**src/rtl/ivc_pkg.sv**
```systemverilog
package ivc_pkg;
   localparam int IVC_PRIO_W = 4;
   localparam int IVC_CFG_W  = 8;

   typedef enum logic [1:0] {
      EDGE_OFF  = 2'b00,
      EDGE_RISE = 2'b01,
      EDGE_FALL = 2'b10,
      EDGE_BOTH = 2'b11
   } edge_mode_e;

   typedef struct packed {
      logic                  pend;
      logic                  en;
      edge_mode_e            mode;
      logic [IVC_PRIO_W-1:0] prio;
   } src_ctrl_t;
endpackage

```
**src/rtl/ivc_edge_det.sv**
```systemverilog
module ivc_edge_det
   import ivc_pkg::*;
#(
   parameter int STAGES = 2
) (
   input  logic       clk,
   input  logic       rst_n,
   input  logic       pin_i,
   input  edge_mode_e mode_i,
   output logic       hit_o
);
   logic [STAGES-1:0] sync_q;
   logic              prev_q;
   logic              rise, fall;

   if (STAGES < 2) begin : g_bad_stages
      initial $fatal(1, "ivc_edge_det: STAGES must be at least 2");
   end

   always_ff @(posedge clk or negedge rst_n) begin
      if (!rst_n) begin
         sync_q <= '0;
         prev_q <= 1'b0;
      end else begin
         sync_q <= {sync_q[STAGES-2:0], pin_i};
         prev_q <= sync_q[STAGES-1];
      end
   end

   assign rise  = sync_q[STAGES-1] & ~prev_q;
   assign fall  = ~sync_q[STAGES-1] & prev_q;
   assign hit_o = (rise && (mode_i == EDGE_RISE || mode_i == EDGE_BOTH)) ||
                  (fall && (mode_i == EDGE_FALL || mode_i == EDGE_BOTH));
endmodule

```
**src/rtl/ivc_arbiter.sv**
```systemverilog
module ivc_arbiter #(
   parameter int N  = 8,
   parameter int PW = 4
) (
   input  logic [N-1:0]         req_i,
   input  logic [PW-1:0]        prio_i [N],
   input  logic [PW-1:0]        floor_i,
   output logic                 valid_o,
   output logic [$clog2(N)-1:0] idx_o,
   output logic [PW-1:0]        lvl_o
);
   localparam int IW = $clog2(N);
   logic [PW-1:0] best;

   always_comb begin
      best    = floor_i;
      idx_o   = '0;
      valid_o = 1'b0;
      for (int i = 0; i < N; i++) begin
         if (req_i[i] && prio_i[i] > best) begin
            best    = prio_i[i];
            idx_o   = IW'(i);
            valid_o = 1'b1;
         end
      end
      lvl_o = valid_o ? best : '0;
   end
endmodule

```
**src/rtl/ivc_lvl_stack.sv**
```systemverilog
module ivc_lvl_stack #(
   parameter int LW    = 4,
   parameter int DEPTH = 15
) (
   input  logic          clk,
   input  logic          rst_n,
   input  logic          push_i,
   input  logic [LW-1:0] lvl_i,
   input  logic          pop_i,
   output logic [LW-1:0] top_o
);
   localparam int CW = $clog2(DEPTH + 1);
   logic [LW-1:0] mem_q [DEPTH];
   logic [CW-1:0] cnt_q;

   always_ff @(posedge clk or negedge rst_n) begin
      if (!rst_n) begin
         cnt_q <= '0;
         for (int i = 0; i < DEPTH; i++) mem_q[i] <= '0;
      end else if (push_i && cnt_q != CW'(DEPTH)) begin
         mem_q[cnt_q] <= lvl_i;
         cnt_q        <= cnt_q + CW'(1);
      end else if (pop_i && cnt_q != '0) begin
         cnt_q <= cnt_q - CW'(1);
      end
   end

   assign top_o = (cnt_q == '0) ? '0 : mem_q[cnt_q - CW'(1)];
endmodule

```
**src/rtl/irq_vector_ctrl.sv**
```systemverilog
module irq_vector_ctrl
   import ivc_pkg::*;
#(
   parameter int NUM_SRC     = 8,
   parameter int NUM_FAST    = 4,
   parameter int VEC_W       = 16,
   parameter int VEC_BASE    = 'h60,
   parameter int TRAP_W      = 8,
   parameter int SYNC_STAGES = 2
) (
   input  logic                       clk,
   input  logic                       rst_n,
   input  logic                       cfg_we,
   input  logic [$clog2(NUM_SRC)-1:0] cfg_sel,
   input  logic [IVC_CFG_W-1:0]       cfg_wdata,
   input  logic [NUM_SRC-NUM_FAST-1:0] evt_i,
   input  logic [NUM_FAST-1:0]        fast_pin_i,
   input  logic                       swtrap_valid,
   input  logic [TRAP_W-1:0]          swtrap_num,
   input  logic                       ack_i,
   input  logic                       reti_i,
   output logic                       irq_o,
   output logic [$clog2(NUM_SRC)-1:0] irq_src_o,
   output logic [IVC_PRIO_W-1:0]      irq_lvl_o,
   output logic [VEC_W-1:0]           irq_vec_o,
   output logic [IVC_PRIO_W-1:0]      cur_lvl_o
);
   localparam int IDX_W     = $clog2(NUM_SRC);
   localparam int VEC_STEP  = 4;
   localparam int TRAP_BASE = VEC_BASE / VEC_STEP;
   localparam int STK_DEPTH = (1 << IVC_PRIO_W) - 1;

   if (NUM_FAST < 1 || NUM_FAST >= NUM_SRC) begin : g_bad_fast
      initial $fatal(1, "irq_vector_ctrl: need 1 <= NUM_FAST < NUM_SRC");
   end
   if (VEC_BASE % VEC_STEP != 0) begin : g_bad_base
      initial $fatal(1, "irq_vector_ctrl: VEC_BASE must be word aligned");
   end
   if (TRAP_BASE + NUM_SRC > (1 << TRAP_W)) begin : g_bad_trap
      initial $fatal(1, "irq_vector_ctrl: TRAP_W too narrow for the vector range");
   end
   if ($bits(src_ctrl_t) != IVC_CFG_W) begin : g_bad_cfg
      initial $fatal(1, "irq_vector_ctrl: control word width mismatch");
   end

   src_ctrl_t           ctrl_q   [NUM_SRC];
   logic [IVC_PRIO_W-1:0] prio_vec [NUM_SRC];
   logic [NUM_SRC-1:0]  hw_set, trap_set, req_vec;
   logic [TRAP_W-1:0]   trap_off;
   logic                trap_ok;
   logic                win_v, ack_take;
   logic [IDX_W-1:0]    win_idx;
   logic [IVC_PRIO_W-1:0] win_lvl, cur_lvl;

   assign trap_off = swtrap_num - TRAP_W'(TRAP_BASE);
   assign trap_ok  = swtrap_valid && (swtrap_num >= TRAP_W'(TRAP_BASE)) &&
                     (trap_off < TRAP_W'(NUM_SRC));

   for (genvar g = 0; g < NUM_SRC; g++) begin : g_src
      if (g < NUM_FAST) begin : g_fast
         ivc_edge_det #(.STAGES(SYNC_STAGES)) u_edge (
            .clk    (clk),
            .rst_n  (rst_n),
            .pin_i  (fast_pin_i[g]),
            .mode_i (ctrl_q[g].mode),
            .hit_o  (hw_set[g])
         );
      end else begin : g_int
         assign hw_set[g] = evt_i[g-NUM_FAST];
      end
      assign trap_set[g] = trap_ok && (trap_off == TRAP_W'(g));
      assign req_vec[g]  = ctrl_q[g].pend & ctrl_q[g].en;
      assign prio_vec[g] = ctrl_q[g].prio;
   end

   ivc_arbiter #(.N(NUM_SRC), .PW(IVC_PRIO_W)) u_arb (
      .req_i   (req_vec),
      .prio_i  (prio_vec),
      .floor_i (cur_lvl),
      .valid_o (win_v),
      .idx_o   (win_idx),
      .lvl_o   (win_lvl)
   );

   assign ack_take = ack_i & win_v;

   ivc_lvl_stack #(.LW(IVC_PRIO_W), .DEPTH(STK_DEPTH)) u_stack (
      .clk    (clk),
      .rst_n  (rst_n),
      .push_i (ack_take),
      .lvl_i  (win_lvl),
      .pop_i  (reti_i & ~ack_take),
      .top_o  (cur_lvl)
   );

   always_ff @(posedge clk or negedge rst_n) begin
      if (!rst_n) begin
         for (int i = 0; i < NUM_SRC; i++) ctrl_q[i] <= '0;
      end else begin
         for (int i = 0; i < NUM_SRC; i++) begin
            if (cfg_we && cfg_sel == IDX_W'(i))
               ctrl_q[i] <= src_ctrl_t'(cfg_wdata);
            else if (hw_set[i] || trap_set[i])
               ctrl_q[i].pend <= 1'b1;
            else if (ack_take && win_idx == IDX_W'(i))
               ctrl_q[i].pend <= 1'b0;
         end
      end
   end

   assign irq_o     = win_v;
   assign irq_src_o = win_v ? win_idx : '0;
   assign irq_lvl_o = win_lvl;
   assign irq_vec_o = win_v ? VEC_W'(VEC_BASE) + VEC_W'(win_idx) * VEC_W'(VEC_STEP) : '0;
   assign cur_lvl_o = cur_lvl;
endmodule

```
**config.mk**
```make
export PLATFORM = sky130hd
export DESIGN_NAME = irq_vector_ctrl
export DESIGN_NICKNAME = d
export VERILOG_FILES = /design/src/rtl/ivc_pkg.sv /design/src/rtl/ivc_edge_det.sv /design/src/rtl/ivc_arbiter.sv /design/src/rtl/ivc_lvl_stack.sv /design/src/rtl/irq_vector_ctrl.sv
export SDC_FILE = /design/constraint.sdc
export NUM_CORES = 1
export LEC_CHECK = 0
export BUFFER_PORTS_ARGS = -buffer_cell sky130_fd_sc_hd__buf_2
export CAP_MARGIN = 10
export CORE_MARGIN = 2
export CORE_UTILIZATION = 65
export CTS_CLUSTER_DIAMETER = 100
export DETAILED_ROUTE_END_ITERATION = 10
export GPL_ROUTABILITY_DRIVEN = 0
export HOLD_SLACK_MARGIN = 0.15
export PLACE_DENSITY_LB_ADDON = 0.05
export SLEW_MARGIN = 10
export SYNTH_ARGS = -nofsm -noshare
export SYNTH_HDL_FRONTEND = slang
export SYNTH_SLANG_ARGS = --single-unit
```
**constraint.sdc**
```tcl
create_clock -name clk -period 35.5 [get_ports clk]
set_clock_uncertainty 0.2 [all_clocks]
set_input_delay 5.325 -clock clk [delete_from_list [all_inputs] [get_ports clk]]
set_output_delay 5.325 -clock clk [all_outputs]
set_load 0.01 [all_outputs]
```
==> flow_summary.toml, run 1 <==
[sta]
slew_headroom = 0.189
slew_viol_final = 0
tightest_slew_ps = 1220
clock.fmax_mhz = 42.4
post-route-period-util = 0.665
hold_violations = 0
rsz0062_at_grt = "false"
setup_violations = 0
post-route-min-period_ps = 23600
fin_setup_tns_ps = 0

[global_routing]
grt_pass1_vias = 5852
grt_max_degree = 77
grt_pass1_wl_um = 30600
grt_overflow_total = 0
antenna_found_initial = 0
track_usage = 0.313

[floorplanning]
die_w_um = 113
placementRows = 39
ioPinCount = 61
start_util = 0.668
coreArea_um2 = 11500
die_y_um = 113
die_area_um2 = 12700

[yosys]
synth-seq-cells = 132
synth-edff-count = 0
dominantRegCellSynth = "dfrtp_1"
postSynthAreaPerCell_um2 = 11.2
synth_cells = 687
yosysWarnings = 0
ys_types = 72
syn-cell-area_um2 = 7660
ys_seq_area_frac = 0.431
async_flop_share = 1.00

[drt]
drt_pass1_iterations = 5
ant_nets = 0
num_vias = 5738
wire_per_inst_um = 21.1
vias_per_cell = 6.46
drc_errors = 0
drt_first_iter_violations = 420
finalWirelength_um = 18700

[cts]
cts_max_path_buffers = 2
postCtsSetupBuffers = 0
clock-sinks = 132
cts_tree = "done"
cts.clk_slew.worst_paths_ps = 60
cts-root-buf = "clkbuf_16"
clock_latency_ps = 420
htreeDepth = 4
cts_made_buffers = 17
cts_resized = 0
hold_buffers = 0

[critical_path]
cp_num_buf_inv = 6
cp_max_fo = 21
cp_slowest_cell = "ha_1"
worstPathRequired_ps = 29970
reg2reg_slack_ps = 17250
slowest_delay_ps = 1020
arrival_ps = 18070
crit_path_start = "u_stack.cnt_q[0]"
cpLargestDelayFamily = "compound AO/OA/AOI/OAI gates"
cp-start-kind = "flop"
endpoint_kind = "output port"
critPathKind = "reg2out"
path_common_cell = "ha_1"
r2r-start = "u_stack.cnt_q[0]"

[worst_hold_path]
min_path_type = "reg2reg"
min-delay-start = "g_src[3].g_fast.u_edge.sync_q[0]"

[placement]
io_buffers = 49
dpl.hpwl_um = 13500

[final_layout]
final_nets = 798
drive_above_1_share = 0.294
n_antenna_cell = 0
syn_to_final_growth_pct = 11.5

[job]
drv_cap = 0

[run_status]
run_status = "complete, no violations"
-- routing by layer --
layer | GRT usage | wire, um
met2 | 0.483 | 8600
met5 | 0 | 0
met4 | 0.113 | 479
met1 | 0.439 | 8360
met3 | 0.0697 | 1250
-- cells in the final DEF, fill, tap and decap left out, types with 17 or more instances in the layout --
cell and n:
buf_2 48, o21ai_0 28, mux2_2 103, clkbuf_16 17, ha_1 33, inv_1 35, nor2_1 32, a21oi_1 29
dfrtp_1 132, nand3_1 19, nand2_1 49
-- flip-flops by register name (all words and copies together), names as in the netlist --
| name | count |
|---|---|
| u_stack.cnt_q | 4 |
| u_stack.mem_q | 60 |
| g_src.g_fast.u_edge.prev_q | 4 |
| ctrl_q | 56 |
| g_src.g_fast.u_edge.sync_q | 8 |
-- final timing paths --
check                                                   end  cells past startpoint
setup / recovery                               irq_lvl_o[3]                     69
hold / removal             g_src[3].g_fast.u_edge.sync_q[1]                      0
setup reg to reg                           u_stack.mem_q[1]                     67
hold reg to reg            g_src[3].g_fast.u_edge.sync_q[1]                      0
max in group asynchronous                         ctrl_q[0]                      2
min in group asynchronous                        ctrl_q[42]                      1
-- cells in the mapped netlist, types with 6 or more instances --
master,number,share of area
a31oi_1,8,0.0065
buf_4,16,0.016
mux2_2,103,0.15
inv_1,35,0.017
clkbuf_1,13,0.0064
nor2_1,32,0.016
ha_1,33,0.054
a21oi_1,29,0.019
o21ai_0,28,0.018
nor2b_1,14,0.011
a21o_1,7,0.0069
o21a_1,6,0.0059
nand4_1,8,0.0065
nand3_1,19,0.012
dfrtp_1,132,0.43
buf_2,9,0.0059
mux2i_1,14,0.018
mux4_2,14,0.041
o211ai_1,7,0.0069
and2_1,6,0.0049
nand2_1,49,0.024
nor3_1,12,0.0078
-- metrics by stage --
stage	instances	util	setup slack [ps]	cell area (um^2)	hold slack, ps
floorplan	697	-	15690	7700	131
detailed placement	856	0.693	12690	7950	136
finish	888	0.745	11900	8550	152
CTS	888	0.745	12190	8550	154
global route	888	0.745	10540	8550	162
global placement	856	0.693	13540	7950	134
-- worst register-to-register path: cells and delay by family (launching register included) --
kind,cells,cell delay (ps)
multiplexers,7,2590
AO/OA/AOI/OAI,30,6900
buffers and inverters,4,690
flip-flops,1,990
adder cells (fa/ha/maj),10,3750
AND/OR/NAND/NOR,16,3010
-- cell families (layout without fill, tap and decap cells) --
group           after synthesis  count (layout)  share of synthesized area
compound gates              127             127                      0.116
xor+xnor                      7               7                    0.00898
other cells                   1              11                   0.000489
buf+inv                      76             124                     0.0475
mux                         138             138                      0.222
fa+ha+maj                    34              34                     0.0552
flops                       132             132                      0.431
simple gates                172             172                      0.118
-- layout make-up --
class / count / area (um^2)
multi-input combinational: 489 / 4030
sequential: 132 / 3300
fill: 786 / 2920
clock buffer: 19 / 453
timing repair buffer: 55 / 293
tap: 143 / 179
clock inverter: 13 / 148
inverter: 37 / 139
Power of run 1 is not shown: default switching activity piles up to over one toggle a cycle in this logic, so the estimate is an artifact.
==> run 2, diff against run 1 <==
--- a/config.mk
+++ b/config.mk
@@ -8,7 +8,7 @@
 export BUFFER_PORTS_ARGS = -buffer_cell sky130_fd_sc_hd__buf_2
 export CAP_MARGIN = 10
 export CORE_MARGIN = 2
-export CORE_UTILIZATION = 65
+export CORE_UTILIZATION = 55
 export CTS_CLUSTER_DIAMETER = 100
 export DETAILED_ROUTE_END_ITERATION = 10
 export GPL_ROUTABILITY_DRIVEN = 0
==> constraint.sdc (replaced) <==
create_clock -name clk -period 20.9 [get_ports clk]
set_clock_uncertainty 0.2 [all_clocks]
set_input_delay 3.135 -clock clk [delete_from_list [all_inputs] [get_ports clk]]
set_output_delay 3.135 -clock clk [all_outputs]
set_load 0.01 [all_outputs]
==> run 2 against run 1 <==
Clock-buffer cell count did not move. First-iteration DRC count rose by 18%. Design area rose by 0.44%. Core utilization fell by 12 points. Die area rose by 18%. Sequential cell count did not move. Register-to-register slack got worse by 13000 ps. Worst setup slack got worse by 11000 ps. Via count rose by 0.30%.
==> flow_summary.toml, run 2 (synthesis results as in run 1) <==
[drt]
ant_nets = 0
drt_pass1_iterations = 5
num_vias = 5755
vias_per_cell = 6.21
wire_per_inst_um = 20.6
drt_first_iter_violations = 494
drc_errors = 0
finalWirelength_um = 19100

[job]
drv_cap = 0

[cts]
cts.clk_slew.worst_paths_ps = 60
htreeDepth = 4
clock-sinks = 132
hold_buffers = 0
cts-root-buf = "clkbuf_16"
cts_max_path_buffers = 2
cts_made_buffers = 17
cts_tree = "done"
clock_latency_ps = 430

[critical_path]
critPathKind = "reg2out"
endpoint_kind = "output port"
arrival_ps = 16230
slowest_delay_ps = 760
cp_slowest_cell = "ha_2"
worstPathRequired_ps = 17570
cp_max_fo = 21
cp-start-kind = "flop"

[final_layout]
largest_register_ffs = 60
final_common_cell = "dfrtp_1"
final_nets = 800
top_regs = "u_stack.mem_q: 60 flops, ctrl_q: 56 flops, g_src.g_fast.u_edge.sync_q: 8 flops"
syn_to_final_growth_pct = 12.0
max_flop_register = "u_stack.mem_q"
n_antenna_cell = 0
mostFrequentLayoutCells = "dfrtp_1, mux2_2, nand2_1"
fillers = 1121
drive_above_1_share = 0.297

[sta]
post-route-min-period_ps = 19570
tightest_slew_ps = 1070
fin_setup_tns_ps = 0
slew_headroom = 0.279
hold_violations = 0
clock.fmax_mhz = 51.1
post-route-period-util = 0.936
setup_violations = 0
rsz0062_at_grt = "false"
slew_viol_final = 0

[placement]
io_buffers = 49
dpl.hpwl_um = 13900

[global_routing]
grt_overflow_total = 0
grt_max_degree = 83
antenna_found_initial = 0
grt_pass1_vias = 5810
grt_pass1_wl_um = 30800
track_usage = 0.275

[floorplanning]
ioPinCount = 61
coreArea_um2 = 13700
die_y_um = 122
die_area_um2 = 14900
die_w_um = 122
placementRows = 43
start_util = 0.559

[worst_hold_path]
min_path_type = "reg2reg"

[run_status]
run_status = "complete, no violations"
-- run 2: cell types whose count changed in the layout (fill, tap and decap cells not counted), sizes merged --
cell,previous run,this run
bufinv,2,1
buf,55,57
inv,39,40
-- run 2: worst max-delay path: cells and delay by family, from the launching register on --
kind                       cells  cell delay, ps
AOI/OAI and AO/OA             29            5660
adders and majority gates     10            3410
and+or+nand+nor               17            3110
muxes                          7            2480
buffers and inverters          6             770
DFF                            1             340
-- run 2: repair_timing --
action	4_1_cts	5_1_grt
gates resized for setup	0	1
endpoints found under the setup margin	0	3
buffers inserted	0	0
-- run 2: layer usage --
metal	vias up	track usage	wire [um]
li1	2601	-	-
met1	2862	0.385	8590
met2	248	0.420	8700
met3	44	0.0646	1290
met4	0	0.0984	497
met5	-	0	0
-- run 2: through the flow --
stage	hold slack, ps	std cells	instance area [um^2]	util	worst slack, ps
floorplan	131	697	7700	-	3280
global placement	133	895	8020	0.584	2670
detailed placement	140	895	8020	0.584	1750
CTS	154	927	8580	0.626	1250
global route	162	927	8580	0.626	137
finish	151	927	8580	0.626	1330
-- run 2: final timing paths --
path                                             startpoint                                to  slack (ps)  depth (start not counted)
max in group asynchronous                             rst_n                  u_stack.cnt_q[1]       16680                          2
hold / removal             g_src[3].g_fast.u_edge.sync_q[0]  g_src[3].g_fast.u_edge.sync_q[1]         150                          0
setup / recovery                           u_stack.cnt_q[0]                      irq_lvl_o[1]        1330                         69
hold reg to reg            g_src[3].g_fast.u_edge.sync_q[0]  g_src[3].g_fast.u_edge.sync_q[1]         150                          0
min in group asynchronous                             rst_n                        ctrl_q[34]        2430                          1
setup reg to reg                           u_stack.cnt_q[0]                  u_stack.mem_q[8]        4520                         67
-- run 2: cell type report --
cell class,instances,area (um^2),share of cell area
clock inverters,13,123,0.0143
flip-flops and latches,132,3300,0.385
multi-input cells,489,4040,0.471
well taps,180,225,0.0262
inverters,37,139,0.0162
repair buffers,57,312,0.0363
clock buffers,19,443,0.0516
Power of run 2 is left out for the same reason.
